[config.mk]
export PLATFORM = sky130hd
export DESIGN_NAME = cmd_word_rx
export DESIGN_NICKNAME = d
export VERILOG_FILES = /design/src/rtl/cmd_word_rx_pkg.sv /design/src/rtl/cmdrx_sync.sv /design/src/rtl/cmdrx_edge.sv /design/src/rtl/cmdrx_shifter.sv /design/src/rtl/cmd_word_rx.sv
export SDC_FILE = /design/constraint.sdc
export NUM_CORES = 1
export LEC_CHECK = 0
export BUFFER_PORTS_ARGS = -buffer_cell sky130_fd_sc_hd__buf_2
export CORE_AREA = 4 4 62 64
export DETAILED_ROUTE_END_ITERATION = 6
export DIE_AREA = 0 0 66 68
export GPL_ROUTABILITY_DRIVEN = 0
export PLACE_DENSITY = 0.79
export SLEW_MARGIN = 15
export SYNTH_ARGS = -nofsm -noshare
export SYNTH_HDL_FRONTEND = slang
export SYNTH_SLANG_ARGS = --single-unit
[constraint.sdc]
create_clock -name clk -period 2.3 [get_ports clk]
set_input_delay 0.46 -clock clk [delete_from_list [all_inputs] [get_ports clk]]
set_output_delay 0.46 -clock clk [all_outputs]
set_load 0.03 [all_outputs]
[src/rtl/cmd_word_rx_pkg.sv]
package cmd_word_rx_pkg;

    // Frame controller states
    typedef enum logic [1:0] {
        RX_IDLE = 2'd0,
        RX_RECV = 2'd1,
        RX_DROP = 2'd2
    } rx_state_e;

endpackage

[src/rtl/cmdrx_sync.sv]
// Multi-stage synchronizer for a small group of asynchronous pins.
module cmdrx_sync #(
    parameter int          W       = 3,
    parameter int          STAGES  = 2,
    parameter logic [W-1:0] RST_VAL = '0
) (
    input  logic         clk,
    input  logic         rst_n,
    input  logic [W-1:0] d_i,
    output logic [W-1:0] q_o
);

    logic [STAGES-1:0][W-1:0] stg_q;

    always_ff @(posedge clk or negedge rst_n) begin
        if (!rst_n) begin
            for (int s = 0; s < STAGES; s++) stg_q[s] <= RST_VAL;
        end else begin
            stg_q[0] <= d_i;
            for (int s = 1; s < STAGES; s++) stg_q[s] <= stg_q[s-1];
        end
    end

    assign q_o = stg_q[STAGES-1];

endmodule

[src/rtl/cmdrx_edge.sv]
// Rising and falling edge detection on synchronized levels.
module cmdrx_edge #(
    parameter int          W       = 2,
    parameter logic [W-1:0] RST_VAL = '0
) (
    input  logic         clk,
    input  logic         rst_n,
    input  logic [W-1:0] lvl_i,
    output logic [W-1:0] rise_o,
    output logic [W-1:0] fall_o
);

    logic [W-1:0] dly_q;

    always_ff @(posedge clk or negedge rst_n) begin
        if (!rst_n) dly_q <= RST_VAL;
        else        dly_q <= lvl_i;
    end

    assign rise_o = lvl_i & ~dly_q;
    assign fall_o = ~lvl_i & dly_q;

endmodule

[src/rtl/cmdrx_shifter.sv]
// Frame shift register with a saturating bit counter.
module cmdrx_shifter #(
    parameter int FRAME_W = 16,
    parameter int CNT_W   = 5
) (
    input  logic               clk,
    input  logic               rst_n,
    input  logic               clear_i,
    input  logic               shift_i,
    input  logic               bit_i,
    output logic [FRAME_W-1:0] word_o,
    output logic [CNT_W-1:0]   cnt_o
);

    localparam logic [CNT_W-1:0] CNT_FULL = CNT_W'(FRAME_W);
    localparam logic [CNT_W-1:0] CNT_SAT  = CNT_W'(FRAME_W + 1);

    always_ff @(posedge clk or negedge rst_n) begin
        if (!rst_n) begin
            word_o <= '0;
            cnt_o  <= '0;
        end else if (clear_i) begin
            word_o <= '0;
            cnt_o  <= '0;
        end else if (shift_i) begin
            if (cnt_o < CNT_FULL) word_o <= {word_o[FRAME_W-2:0], bit_i};
            if (cnt_o != CNT_SAT) cnt_o <= cnt_o + 1'b1;
        end
    end

endmodule

[src/rtl/cmd_word_rx.sv]
module cmd_word_rx
    import cmd_word_rx_pkg::*;
#(
    parameter int CTRL_W      = 4,
    parameter int DATA_W      = 10,
    parameter int SUB_W       = 2,
    parameter int SYNC_STAGES = 2
) (
    input  logic              clk,
    input  logic              rst_n,
    input  logic              serial_clk_i,
    input  logic              sel_n_i,
    input  logic              serial_dat_i,
    output logic              cmd_valid_o,
    output logic [CTRL_W-1:0] cmd_ctrl_o,
    output logic [DATA_W-1:0] cmd_data_o,
    output logic              sub_err_o
);

    localparam int FRAME_W = CTRL_W + DATA_W + SUB_W;
    localparam int CNT_W   = $clog2(FRAME_W + 2);
    localparam logic [CNT_W-1:0] CNT_FULL = CNT_W'(FRAME_W);
    // Pin group order: {select, serial clock, serial data}
    localparam logic [2:0] PIN_IDLE = 3'b100;

    logic [2:0]         pins_s;
    logic [1:0]         rise_v, fall_v;
    logic               sel_rise, sel_fall, sck_rise;
    logic [FRAME_W-1:0] shift_word;
    logic [CNT_W-1:0]   bit_cnt;
    logic               clr_cnt, do_shift, frame_end_ok;
    logic [SUB_W-1:0]   sub_bits;
    rx_state_e          state_q, state_d;

    cmdrx_sync #(.W(3), .STAGES(SYNC_STAGES), .RST_VAL(PIN_IDLE)) u_sync (
        .clk   (clk),
        .rst_n (rst_n),
        .d_i   ({sel_n_i, serial_clk_i, serial_dat_i}),
        .q_o   (pins_s)
    );

    cmdrx_edge #(.W(2), .RST_VAL(PIN_IDLE[2:1])) u_edge (
        .clk    (clk),
        .rst_n  (rst_n),
        .lvl_i  (pins_s[2:1]),
        .rise_o (rise_v),
        .fall_o (fall_v)
    );

    assign sel_rise = rise_v[1];
    assign sel_fall = fall_v[1];
    assign sck_rise = rise_v[0];

    cmdrx_shifter #(.FRAME_W(FRAME_W), .CNT_W(CNT_W)) u_shift (
        .clk     (clk),
        .rst_n   (rst_n),
        .clear_i (clr_cnt),
        .shift_i (do_shift),
        .bit_i   (pins_s[0]),
        .word_o  (shift_word),
        .cnt_o   (bit_cnt)
    );

    // State register
    always_ff @(posedge clk or negedge rst_n) begin
        if (!rst_n) state_q <= RX_IDLE;
        else        state_q <= state_d;
    end

    // Next state
    always_comb begin
        state_d = state_q;
        unique case (state_q)
            RX_IDLE: if (sel_fall) state_d = RX_RECV;
            RX_RECV: begin
                if (sel_rise)
                    state_d = RX_IDLE;
                else if (sck_rise && bit_cnt == CNT_FULL)
                    state_d = RX_DROP;
            end
            RX_DROP: if (sel_rise) state_d = RX_IDLE;
            default: state_d = RX_IDLE;
        endcase
    end

    assign clr_cnt      = (state_q == RX_IDLE) && sel_fall;
    assign do_shift     = (state_q == RX_RECV) && sck_rise && !sel_rise;
    assign frame_end_ok = (state_q == RX_RECV) && sel_rise && (bit_cnt == CNT_FULL);
    assign sub_bits     = shift_word[SUB_W-1:0];

    // Outputs
    always_ff @(posedge clk or negedge rst_n) begin
        if (!rst_n) begin
            cmd_valid_o <= 1'b0;
            cmd_ctrl_o  <= '0;
            cmd_data_o  <= '0;
            sub_err_o   <= 1'b0;
        end else begin
            cmd_valid_o <= frame_end_ok && (sub_bits == '0);
            if (frame_end_ok && (sub_bits == '0)) begin
                cmd_ctrl_o <= shift_word[FRAME_W-1 -: CTRL_W];
                cmd_data_o <= shift_word[SUB_W +: DATA_W];
            end
            if (frame_end_ok && (sub_bits != '0)) sub_err_o <= 1'b1;
        end
    end

endmodule

==> After elaboration in Yosys (flattened, before gate mapping) <==
Index checks and enable logic that the tools add are counted.
{ "word_totals": {"in_bits": 5, "output_inout_bits": 16, "regBits": 47} }
{ "classes": {"eq_ne": 7, "mux": 11, "bitwise": 4, "reduce_logical": 18, "order_cmp": 1, "n_addsub": 1} }
{ "op_table": {"columns": ["cell", "n"], "rows": [
  ["$mux W16", 3],
  ["$mux W5", 3],
  ["$logic_and A1 B1 Y1", 8],
  ["$mux W2", 4],
  ["$reduce_bool A2 Y1", 4],
  ["$pmux W2 S3", 1],
  ["$add A5 B1 Y5 const B", 1],
  ["$eq A5 B5 Y1 const B", 1],
  ["$lt A5 B5 Y1 const B", 1],
  ["$ne A5 B5 Y1 const B", 1],
  ["$and A2 B2 Y2", 2],
  ["$logic_not A2 Y1", 2],
  ["$ne A2 B2 Y1 const B", 2],
  ["$not A2 Y2", 2],
  ["$reduce_and A2 Y1", 2],
  ["$ne A3 B3 Y1 const B", 1],
  ["$reduce_and A3 Y1", 1],
  ["$eq A2 B1 Y1 const B", 1],
  ["$eq A2 B2 Y1 const B", 1],
  ["$logic_not A1 Y1", 1]
]} }

==> Logic depth before layout (Yosys ltp) <==
Gate-level depths: netlist of run 1.
{ "logic_depth": {"ltp_word": 6, "depth_mapped": 6, "mapped_depth_nobuf": 6} }

==> Cells and area by module <==
From an unflattened synthesis of run 1, not the netlist that was laid out.
{ "hier_totals": {"cells_unflattened": 147, "area_unflattened_um2": 2058.2} }
{ "modules_own_cells": {"columns": ["mod", "cells_each", "seq_area_each_um2", "area_per_inst_um2", "instances"], "rows": [
  ["cmdrx_shifter", 80, 525.5, 993.5, 1],
  ["cmd_word_rx", 52, 450.4, 803.3, 1],
  ["cmdrx_sync", 9, 152.6, 175.2, 1],
  ["cmdrx_edge", 6, 51.3, 86.3, 1]
]} }

==> Least setup slack after synthesis of run 1 <==
OpenSTA, ideal clock, no wires.
{ "synth_timing": {"kind": "reg2reg", "startpoint": "register u_shift.cnt_o[0]", "endpoint": "register cmd_ctrl_o[0]", "setup_ps": 125, "path_buffers": 1, "period_less_slack_ps": 1595, "required_time_ps": 2175, "arrival_ps": 1470, "stages_incl_launch_ff": 7, "setup_slack_ps": 705, "path_cell_list": "dfrtp_1 > inv_1 > ha_1 > and4bb_1 > nand4_4 > buf_6 > mux2_4"} }
{ "synth_between": {"elab_chain_cells": 3} }
{ "synth_rtl": {"columns": ["element", "line_no", "text"], "rows": [
  ["start: declaration", "cmdrx_shifter.sv:12", "output logic [CNT_W-1:0] cnt_o"],
  ["start signal: assignment", "cmdrx_shifter.sv:27", "if (cnt_o != CNT_SAT) cnt_o <= cnt_o + 1'b1;"],
  ["$eq A5 B5 Y1", "cmd_word_rx.sv:88", "assign frame_end_ok = (state_q == RX_RECV) && sel_rise && (bit_cnt == CNT_FULL);"],
  ["$logic_and A1 B1 Y1", "cmd_word_rx.sv:88", null],
  ["$logic_and A1 B1 Y1", "cmd_word_rx.sv:100", "if (frame_end_ok && (sub_bits == '0)) begin"],
  ["end signal: assignment", "cmd_word_rx.sv:101", "cmd_ctrl_o <= shift_word[FRAME_W-1 -: CTRL_W];"],
  ["end: declaration", "cmd_word_rx.sv:15", "output logic [CTRL_W-1:0] cmd_ctrl_o,"]
]} }
Every way passes these cells.
A chain may end at the register's enable or synchronous reset.

==> Worst setup path after layout of run 1 <==
{ "layout_timing": {"startpoint": "register u_shift.cnt_o[1]", "endpoint": "register cmd_ctrl_o[2]"} }
The elaborated chain is that of the path after synthesis.

==> results by group, run 1 <==
Critical path
  – Critical path peak fanout: 14
  – Critical Path, Cell by Cell: inv_1, ha_1, and4bb_1, nand4_4, mux2_4
  – CP Data Required Time: between 2 and 3 ns
  – Worst Path Buf+Inv: 1
  – WP data arrival: 2.06 ns
  – WS Path Type: reg -> reg
  – Top delay family on crit path: simple AND/OR/NAND/NOR gates
  – Crit-path max cell delay: approximately 0.43 ns
  – CP max stage cell: dfrtp_1
  – Crit. End Element: flip-flop
  – Critical Path Source Type: flip-flop

Synth
  – Largest cells by area after synthesis: dfrtp_1 (57%), mux2_4 (7.8%), nand2_1 (6.9%)
  – Post-synth top area cell: dfrtp_1
  – Syn Inst Count: 159
  – Register area share after synthesis: between 60% and 70%
  – Yosys reg bits: 47
  – Syn Nets: 167
  – Syn Area/Cell: 12.0 sq um
  – Synth unique cells: 31
  – YS warnings: 0
  – Yosys top cell area share: 57.5%
  – Mapped Area: roughly 1900 sq um

Placed design
  – Post-DP HPWL: 2270 um
  – Pre-CTS WS: 0.503 ns
  – Port bufs: 20

Final layout
  – Area of the multi-input gates: 688 sq um
  – ANT cells: 0
  – Area Overhead vs Synth: 13.2%
  – Layout cells sized above 1: 27.6%
  – Most frequent cells in the layout: dfrtp_1 (44), nand2_1 (35), buf_2 (20)
  – Most common cell after layout, fill and taps aside: dfrtp_1
  – Nets: around 190
  – Storage cell area: 1180 sq um
  – Filler cell count: 243

CTS
  – CTS tree: yes
  – Post-cts resize count: 0
  – Clock tree buffer depth: 2
  – Setup bufs post-CTS: 0
  – Clock transition at path regs: roughly 0.13 ns
  – Clock Latency Late Sink: approximately 0.36 ns
  – Clock root cell: clkbuf_4
  – CTS Buf Count: 5
  – H-tree depth: 2
  – Clk sinks: 47
  – Hold buffers post-CTS: 0

Pwr
  – Clk pwr share: 38.0%
  – Worst vdd ir: 0.383 mV
  – Power density over the cells: 711 nW/um^2
  – Int Pwr: roughly 1200 uW
  – Switching pwr: approximately 330 uW
  – Logic pwr share: 5.6%
  – Switching share of total power: 21.1%
  – Sequential share of power: 56.5%
  – Leak Pwr: 0.00108 uW
  – Total Power: 1540 uW

Global route
  – Largest net degree at the start of global routing: 48
  – Global Route Usage Sum: 16.6%
  – First-pass GRT wire length: approximately 5500 um
  – Initial antenna violation count: 0
  – Vias in the first global route: around 1.2k
  – Remaining Overflow, GRT: 0

Drt
  – Vias: 1205
  – Number of DRC markers in iteration 0: between 60 and 70
  – Drc violations: 0
  – Vias per cell: roughly 5.2
  – Final ANT Viol Nets: 0
  – Wire per inst: approximately 14 um
  – First-pass iteration count of the detailed router: 4
  – Total Routed Length: between 3000 and 4000 um

Floorplanning
  – I/O pin count: 21
  – Die Area: 4490 sq um
  – Initial Util: 58.3%
  – Core footprint: 3280 sq um
  – Die Height: 68 um
  – Chip Width: approximately 66 um
  – Floorplan row count: 21

Hold path
  – Hold WC Path Type: in -> async

Timing
  – Clock Skew: roughly 0.007 ns
  – Final Hold Fails: 0
  – Worst-Margin Slew: 0.553 ns
  – Hold slack: about 0.16 ns
  – Setup TNS: 0 ns
  – Period utilisation layout: 78.7%
  – Unrepaired setup endpoints after global routing: no
  – Slew Viols, Final: 0
  – Final WS setup: 0.490 ns
  – Worst slew margin: 63.2%
  – Final worst path period need: 1.81 ns
  – Final setup vio count: 0
  – F_max: 0.552 GHz

Run status
  – Status: complete, no violations

Flow run
  – Max Cap Viol: 0
==> area by class of cell <==
| cell class | count | area share, % |
|---|---|---|
| sequential | 47 | 54.4 |
| multi-input combinational | 103 | 31.7 |
| timing repair buffer | 24 | 6.00 |
| clock inverter | 2 | 2.77 |
| tap | 46 | 2.65 |
| clock buffer | 6 | 1.90 |
| inverter | 3 | 0.519 |
==> final timing paths <==
| kind | cells past startpoint | slack, ns | end | from |
|---|---|---|---|---|
| worst max register to register | 5 | 0.49 | cmd_ctrl_o[2] | u_shift.cnt_o[1] |
| min in group clk | 1 | 0.19 | u_sync.stg_q[2] | sel_n_i |
| max in group asynchronous | 2 | 1.76 | u_sync.stg_q[2] | rst_n |
| worst max-delay path | 5 | 0.49 | cmd_ctrl_o[2] | u_shift.cnt_o[1] |
| worst min register to register | 0 | 0.36 | u_sync.q_o[1] | u_sync.stg_q[1] |
| worst min-delay path | 2 | 0.16 | u_shift.word_o[11] | rst_n |
==> cell usage after synthesis <==
master,number
buf_6,1
and3_1,1
a21oi_1,2
mux2i_1,1
dfstp_2,3
nor3b_1,1
and3b_1,1
dfrtp_1,44
and2b_1,1
o21ai_0,17
ha_1,3
nor4bb_1,1
or3_1,2
nand4_4,1
nand4bb_1,1
nand3_1,6
inv_1,3
and4bb_1,1
o31ai_1,1
mux2_2,4
nor3_1,2
nor2b_1,2
nor3_2,1
buf_2,4
a2111oi_2,1
mux2_4,10
o21ai_1,2
clkbuf_2,1
o21bai_1,1
nand2_1,35
nor2_1,5
==> power groups by stage <==
| stage | Clock (uW) | Sequential, uW | Combinational, uW |
|---|---|---|---|
| floorplan | 0 | 881 | 53.0 |
| global placement | 0 | 884 | 82.2 |
| detailed placement | 0 | 887 | 87.4 |
| CTS | 605 | 871 | 87.4 |
| global route | 640 | 875 | 99.3 |
| finish | 585 | 871 | 85.9 |
==> per-stage QoR <==
stage / cell area, sq um / instances / utilization, %
2_1_floorplan: 1920 / 159 / -
4_1_cts: 2170 / 231 / 66.0
3_5_place_dp: 2070 / 223 / 62.9
5_1_grt: 2170 / 231 / 66.0
6_report: 2170 / 231 / 66.0
3_3_place_gp: 2070 / 223 / 62.9
==> sequential cells by signal (all words and copies together), names as in the netlist <==
signal,cells
cmd_ctrl_o,4
cmd_data_o,10
cmd_valid_o,1
state_q,2
sub_err_o,1
u_edge.dly_q,2
u_shift.cnt_o,5
u_shift.word_o,16
u_sync.q_o,3
u_sync.stg_q,3
==> routing by layer <==
layer  global-route usage (%)  up-vias  part of all wire (%)  wire, um
met5                        0        -                     0         0
met4                     6.85        0                   1.8        57
met3                     4.93        7                   3.9       125
met2                     29.4       20                    53      1710
met1                     18.8      586                    41      1340
li1                         -      592                     -         -
==> kinds of logic (layout without fill, tap and decap cells) <==
group                    after synthesis  in the layout  synth area share (%)
AND/OR/NAND/NOR                       61             61                  16.2
flip-flops                            47             47                  61.6
AO/OA/AOI/OAI                         24             24                  7.05
multiplexers                          15             15                  10.7
buffers and inverters                  9             35                  2.48
adder cells (fa/ha/maj)                3              3                  1.96
(Power assumes the default switching activity.)
==> run 2, diff against run 1 <==
Settings changed: CORE_AREA 4 4 62 64 to 4 4 63 65, DIE_AREA 0 0 66 68 to 0 0 67 69, PLACE_DENSITY 0.79 to 0.77.
Clock period 2.3 ns to 1.7 ns, I/O delays scaled along.
==> run 2 against run 1 <==
- worst setup slack worse by 0.43 ns
- non-clock buffer count up 5
- critical path depth rose by 1
- global-route usage fell by 1.4 points
- clock power up 16%
- sequential share of layout area is 1.5 points lower
- register-to-register slack worse by 0.43 ns
- wire length down 1.3%
- die area is 3.0% higher
- power is 30% higher
- via count is 2.4% higher
- largest cell class unchanged
==> results by group, run 2 (same netlist as run 1, synthesis figures left out) <==
Global route
  – Vias in the first global route: 1150
  – First-pass GRT wire length: roughly 5200 um
  – Largest net degree at the start of global routing: 48
  – Initial antenna violation count: 0
  – Remaining Overflow, GRT: 0
  – Global Route Usage Sum: 15.2%

Timing
  – Final setup vio count: 0
  – Worst slew margin: 75.4%
  – Setup TNS: 0 ns
  – Final worst path period need: 1.64 ns
  – Final Hold Fails: 0
  – Clock Skew: 0.0139 ns
  – F_max: 0.612 GHz
  – Worst-Margin Slew: around 0.36 ns
  – Period utilisation layout: 96.2%
  – Slew Viols, Final: 0

Placed design
  – Placed Cells: 225
  – Post-DP HPWL: 2180 um
  – Port bufs: 20

Drt
  – Final ANT Viol Nets: 0
  – Total Routed Length: between 3000 and 4000 um
  – Wire per inst: 13.5 um
  – Vias per cell: 5.23
  – Vias: 1234
  – Number of DRC markers in iteration 0: 60
  – Drc violations: 0
  – First-pass iteration count of the detailed router: 5

Critical path
  – Crit. End Element: flip-flop
  – WS Path Type: reg -> reg
  – Top delay family on crit path: flip-flops
  – Crit-path max cell delay: 0.41 ns
  – Critical Path Source Type: flip-flop
  – Critical Path, Cell by Cell: inv_1, ha_1, and4bb_2, nand4_4, buf_12, mux2_4
  – Worst Path Buf+Inv: 2
  – CP max stage cell: dfrtp_1
  – Critical path peak fanout: 14
  – CP Data Required Time: 1.96 ns
  – WP data arrival: ~1.9 ns

Final layout
  – Layout cells sized above 1: about 30%
  – Nets: 197
  – Most frequent cells in the layout: dfrtp_1 (44), nand2_1 (35), buf_2 (20)
  – Max reg flops: 16
  – Filler cell count: around 260
  – Most common cell after layout, fill and taps aside: dfrtp_1
  – Largest regs: u_shift.word_o: 16 flops, cmd_data_o: 10 flops, u_shift.cnt_o: 5 flops
  – Post-route non-filler standard cell count: 236
  – Area Overhead vs Synth: 16.3%
  – ANT cells: 0
  – Largest reg by FF count: u_shift.word_o

CTS
  – Clock root cell: clkbuf_4
  – Clock tree buffer depth: 2
  – Clk sinks: 47
  – H-tree depth: 2
  – Clock Latency Late Sink: 0.36 ns
  – CTS tree: yes
  – Clock transition at path regs: 0.14 ns
  – CTS Buf Count: 5

Hold path
  – Hold WC Path Type: in -> reg

Floorplanning
  – Die Area: 4620 sq um
  – Floorplan row count: 21
  – Core footprint: 3340 sq um
  – Die Height: 69 um
  – Chip Width: 67 um
  – Initial Util: 57.4%
  – I/O pin count: 21

Pwr
  – Leak Pwr: 0.00110 uW
  – Worst vdd ir: approximately 0.64 mV
  – Total Power: 2010 uW
  – Power density over the cells: around 900 nW/um^2

Flow run
  – Max Cap Viol: 0

Run status
  – Status: complete, no violations
[run 2: stage by stage]
stage                     setup slack (ns)  hold slack [ns]  instance area (sq um)  utilization (%)
after floorplan                      0.105           0.0444                   1920                -
after global placement               0.113            0.334                   2120             63.5
after detailed placement            0.0383            0.336                   2120             63.5
after CTS                           0.0320           0.0480                   2210             66.3
after global routing              -0.00221           0.0304                   2230             66.8
final                               0.0649           0.0691                   2230             66.8
[run 2: power by group]
group	total [uW]	switching, uW	internal, uW
combinational	157	94.0	63.5
clock	681	367	314
sequential	1170	22.1	1150
total	2010	483	1530
[run 2: layer usage]
metal	global-route usage (%)	part of all wire, %
met1	18.2	42
met2	24.2	52
met3	6.33	4.3
met4	5.41	1.1
met5	0	0
[run 2: path summary, 6_finish.rpt]
path	from	to	slack, ns	cells after the start
max in group asynchronous	rst_n	u_sync.stg_q[2]	0.94	3
worst max-delay path	u_shift.cnt_o[1]	cmd_data_o[9]	0.06	6
worst min register to register	u_sync.stg_q[2]	u_sync.q_o[2]	0.37	0
worst min-delay path	sel_n_i	u_sync.stg_q[2]	0.07	1
min in group asynchronous	rst_n	cmd_data_o[4]	0.47	3
worst max register to register	u_shift.cnt_o[1]	cmd_data_o[9]	0.06	6
[run 2: repair_timing]
action / in CTS / in global routing
gates resized for setup: 0 / 1
hold buffers: 1 / 0
endpoints found under the setup margin: 0 / 14
setup buffers: 0 / 2
hold endpoints to repair: 44 / 0
[run 2: layout make-up]
class / count / area [sq um] / share of cell area (%)
Multi-Input combinational cell: 103 / 688 / 30.9
Sequential cell: 47 / 1180 / 52.9
Inverter: 3 / 11.3 / 0.505
Tap cell: 46 / 57.6 / 2.58
Timing Repair Buffer: 29 / 208 / 9.32
Clock buffer: 5 / 37.5 / 1.68
Clock inverter: 3 / 46.3 / 2.08
[run 2: worst register-to-register path, stage by stage, from the launching register on]
cell and delay [ns]:
dfrtp_1 0.41, inv_1 0.11, ha_1 0.16, and4bb_2 0.29, nand4_4 0.11, buf_12 0.18
mux2_4 0.30
==> run 3, diff against run 2 <==
Settings changed: CORE_AREA 4 4 63 65 to 4 4 67 69, DIE_AREA 0 0 67 69 to 0 0 71 73, PLACE_DENSITY 0.77 to 0.69.
==> run 3 against run 2 <==
- largest power group unchanged
- hold slack got worse by 0.076 ns
- highest routed layer unchanged
- worst setup slack lost 0.0029 ns
- first-iteration DRC count is 27% higher
- sequential share of layout area is 0.54 points higher
- the flow now finishes with violations (hold timing)
==> results by group, run 3 (same netlist as run 1, synthesis figures left out) <==
Run status
  – Status: finished, violations left
  – Failing checks: hold timing

Final layout
  – Fin area: 2210 sq um
  – Largest regs: u_shift.word_o: 16 flops, cmd_data_o: 10 flops, u_shift.cnt_o: 5 flops
  – Post-route non-filler standard cell count: 237
  – Most frequent cells in the layout: dfrtp_1 (44), nand2_1 (35), buf_2 (20)
  – Max reg flops: 16
  – Nets: 194
  – ANT cells: 0
  – Area Overhead vs Synth: 15.2%
  – Layout cells sized above 1: 28.9%
  – Largest reg by FF count: u_shift.word_o
  – Most common cell after layout, fill and taps aside: dfrtp_1

CTS
  – Clk sinks: between 40 and 50
  – Post-cts resize count: 0
  – Hold buffers post-CTS: 0
  – CTS tree: yes
  – CTS Buf Count: 5
  – Setup bufs post-CTS: 0
  – H-tree depth: 2
  – Clock tree buffer depth: 2
  – Clock root cell: clkbuf_8
  – Clock transition at path regs: 0.08 ns
  – Clock Latency Late Sink: approximately 0.29 ns

Drt
  – Final ANT Viol Nets: 0
  – Vias: 1195
  – Vias per cell: 5.04
  – Total Routed Length: roughly 3200 um
  – Number of DRC markers in iteration 0: 76
  – Drc violations: 0
  – Wire per inst: ~14 um
  – First-pass iteration count of the detailed router: 4

Placed design
  – Placed Cells: 229
  – Area after DPL: 2120 sq um
  – Post-DP HPWL: 2240 um
  – Port bufs: 20

Global route
  – Initial antenna violation count: 0
  – Vias in the first global route: 1217
  – Global Route Usage Sum: between 10 and 15%
  – Remaining Overflow, GRT: 0
  – First-pass GRT wire length: 5780 um
  – Largest net degree at the start of global routing: 33

Floorplanning
  – Core footprint: 3910 sq um
  – Floorplan row count: 23
  – Initial Util: 48.9%
  – Die Area: 5180 sq um
  – I/O pin count: 21
  – Die Height: about 73 um
  – Chip Width: 71 um

Timing
  – Unrepaired setup endpoints after global routing: no
  – Final worst path period need: 1.64 ns
  – Slew Viols, Final: 0
  – Final Hold Fails: 8
  – Setup TNS: 0 ns
  – F_max: 0.611 GHz
  – Hold slack: -0.00729 ns
  – Final setup vio count: 0
  – Clock Skew: 0.00691 ns
  – Period utilisation layout: 96.4%
  – Worst slew margin: 67.6%
  – Worst-Margin Slew: 0.486 ns

Pwr
  – Worst vdd ir: 0.520 mV
  – Int Pwr: about 1500 uW
  – Sequential share of power: between 60% and 70%
  – Clk pwr share: 32.5%
  – Switching pwr: 455 uW
  – Logic pwr share: 7.2%
  – Switching share of total power: 23.4%
  – Power density over the cells: 882 nW/um^2
  – Leak Pwr: 0.00109 uW

Hold path
  – Hold WC Path Type: in -> async

Critical path
  – CP max stage cell: dfrtp_1
  – WP data arrival: 1.82 ns
  – Setup crit start: u_shift.cnt_o[1]
  – CP Data Required Time: 1.88 ns
  – Reg2Reg Launch Point: u_shift.cnt_o[1]
  – Critical Path Source Type: flip-flop
  – WS Path Type: reg -> reg
  – Critical Path, Cell by Cell: inv_2, ha_1, and4bb_2, nand4_4, buf_12, mux2_4
  – Worst Path Buf+Inv: 2
  – Top delay family on crit path: flip-flops
  – Crit-path max cell delay: just over 0.4 ns
  – Critical path peak fanout: 14
  – Crit. End Element: flip-flop

Flow run
  – Max Cap Viol: 0
[run 3: power by group through the flow]
| stage | registers [uW] | clock network [uW] | logic, uW |
|---|---|---|---|
| floorplan | 1190 | 0 | 71.8 |
| global placement | 1190 | 0 | 130 |
| detailed placement | 1190 | 0 | 139 |
| CTS | 1170 | 651 | 142 |
| global route | 1180 | 716 | 161 |
| finish | 1170 | 632 | 140 |
[run 3: cell type report]
type	instances	area, sq um
tap	50	62.6
timing repair buffer	26	183
fill	359	1710
clock buffer	7	76.3
inverter	3	11.3
multi-input combinational	103	688
clock inverter	1	5.00
sequential	47	1180
[run 3: worst paths after layout]
path / to / cells after the start / slack (ns)
max: cmd_ctrl_o[3] / 6 / 0.06
min: cmd_data_o[8] / 1 / -0.007
max reg2reg: cmd_ctrl_o[3] / 6 / 0.06
min reg2reg: u_sync.q_o[0] / 0 / 0.36
max in group asynchronous: u_sync.q_o[0] / 2 / 1.20
min in group clk: u_sync.stg_q[2] / 1 / 0.14
[run 3: stage by stage]
| stage | util (%) | total power, uW | worst slack (ns) | hold WS [ns] |
|---|---|---|---|---|
| floorplan | - | 1260 | 0.105 | 0.0444 |
| global placement | 54.3 | 1320 | 0.108 | 0.323 |
| detailed placement | 54.3 | 1330 | 0.0573 | 0.334 |
| CTS | 56.4 | 1960 | 0.00583 | 0.00714 |
| global route | 56.4 | 2060 | 0.000930 | 0.0191 |
| finish | 56.4 | 1940 | 0.0620 | -0.00729 |
[run 3: per-layer routing]
metal  vias to the layer above  GRT usage [%]  share of wire (%)
met1                       577           18.1                 44
met2                        19           23.9                 49
li1                        594              -                  -
met3                         5           4.68                4.6
met4                         0           4.38                1.5
met5                         -              0                  0
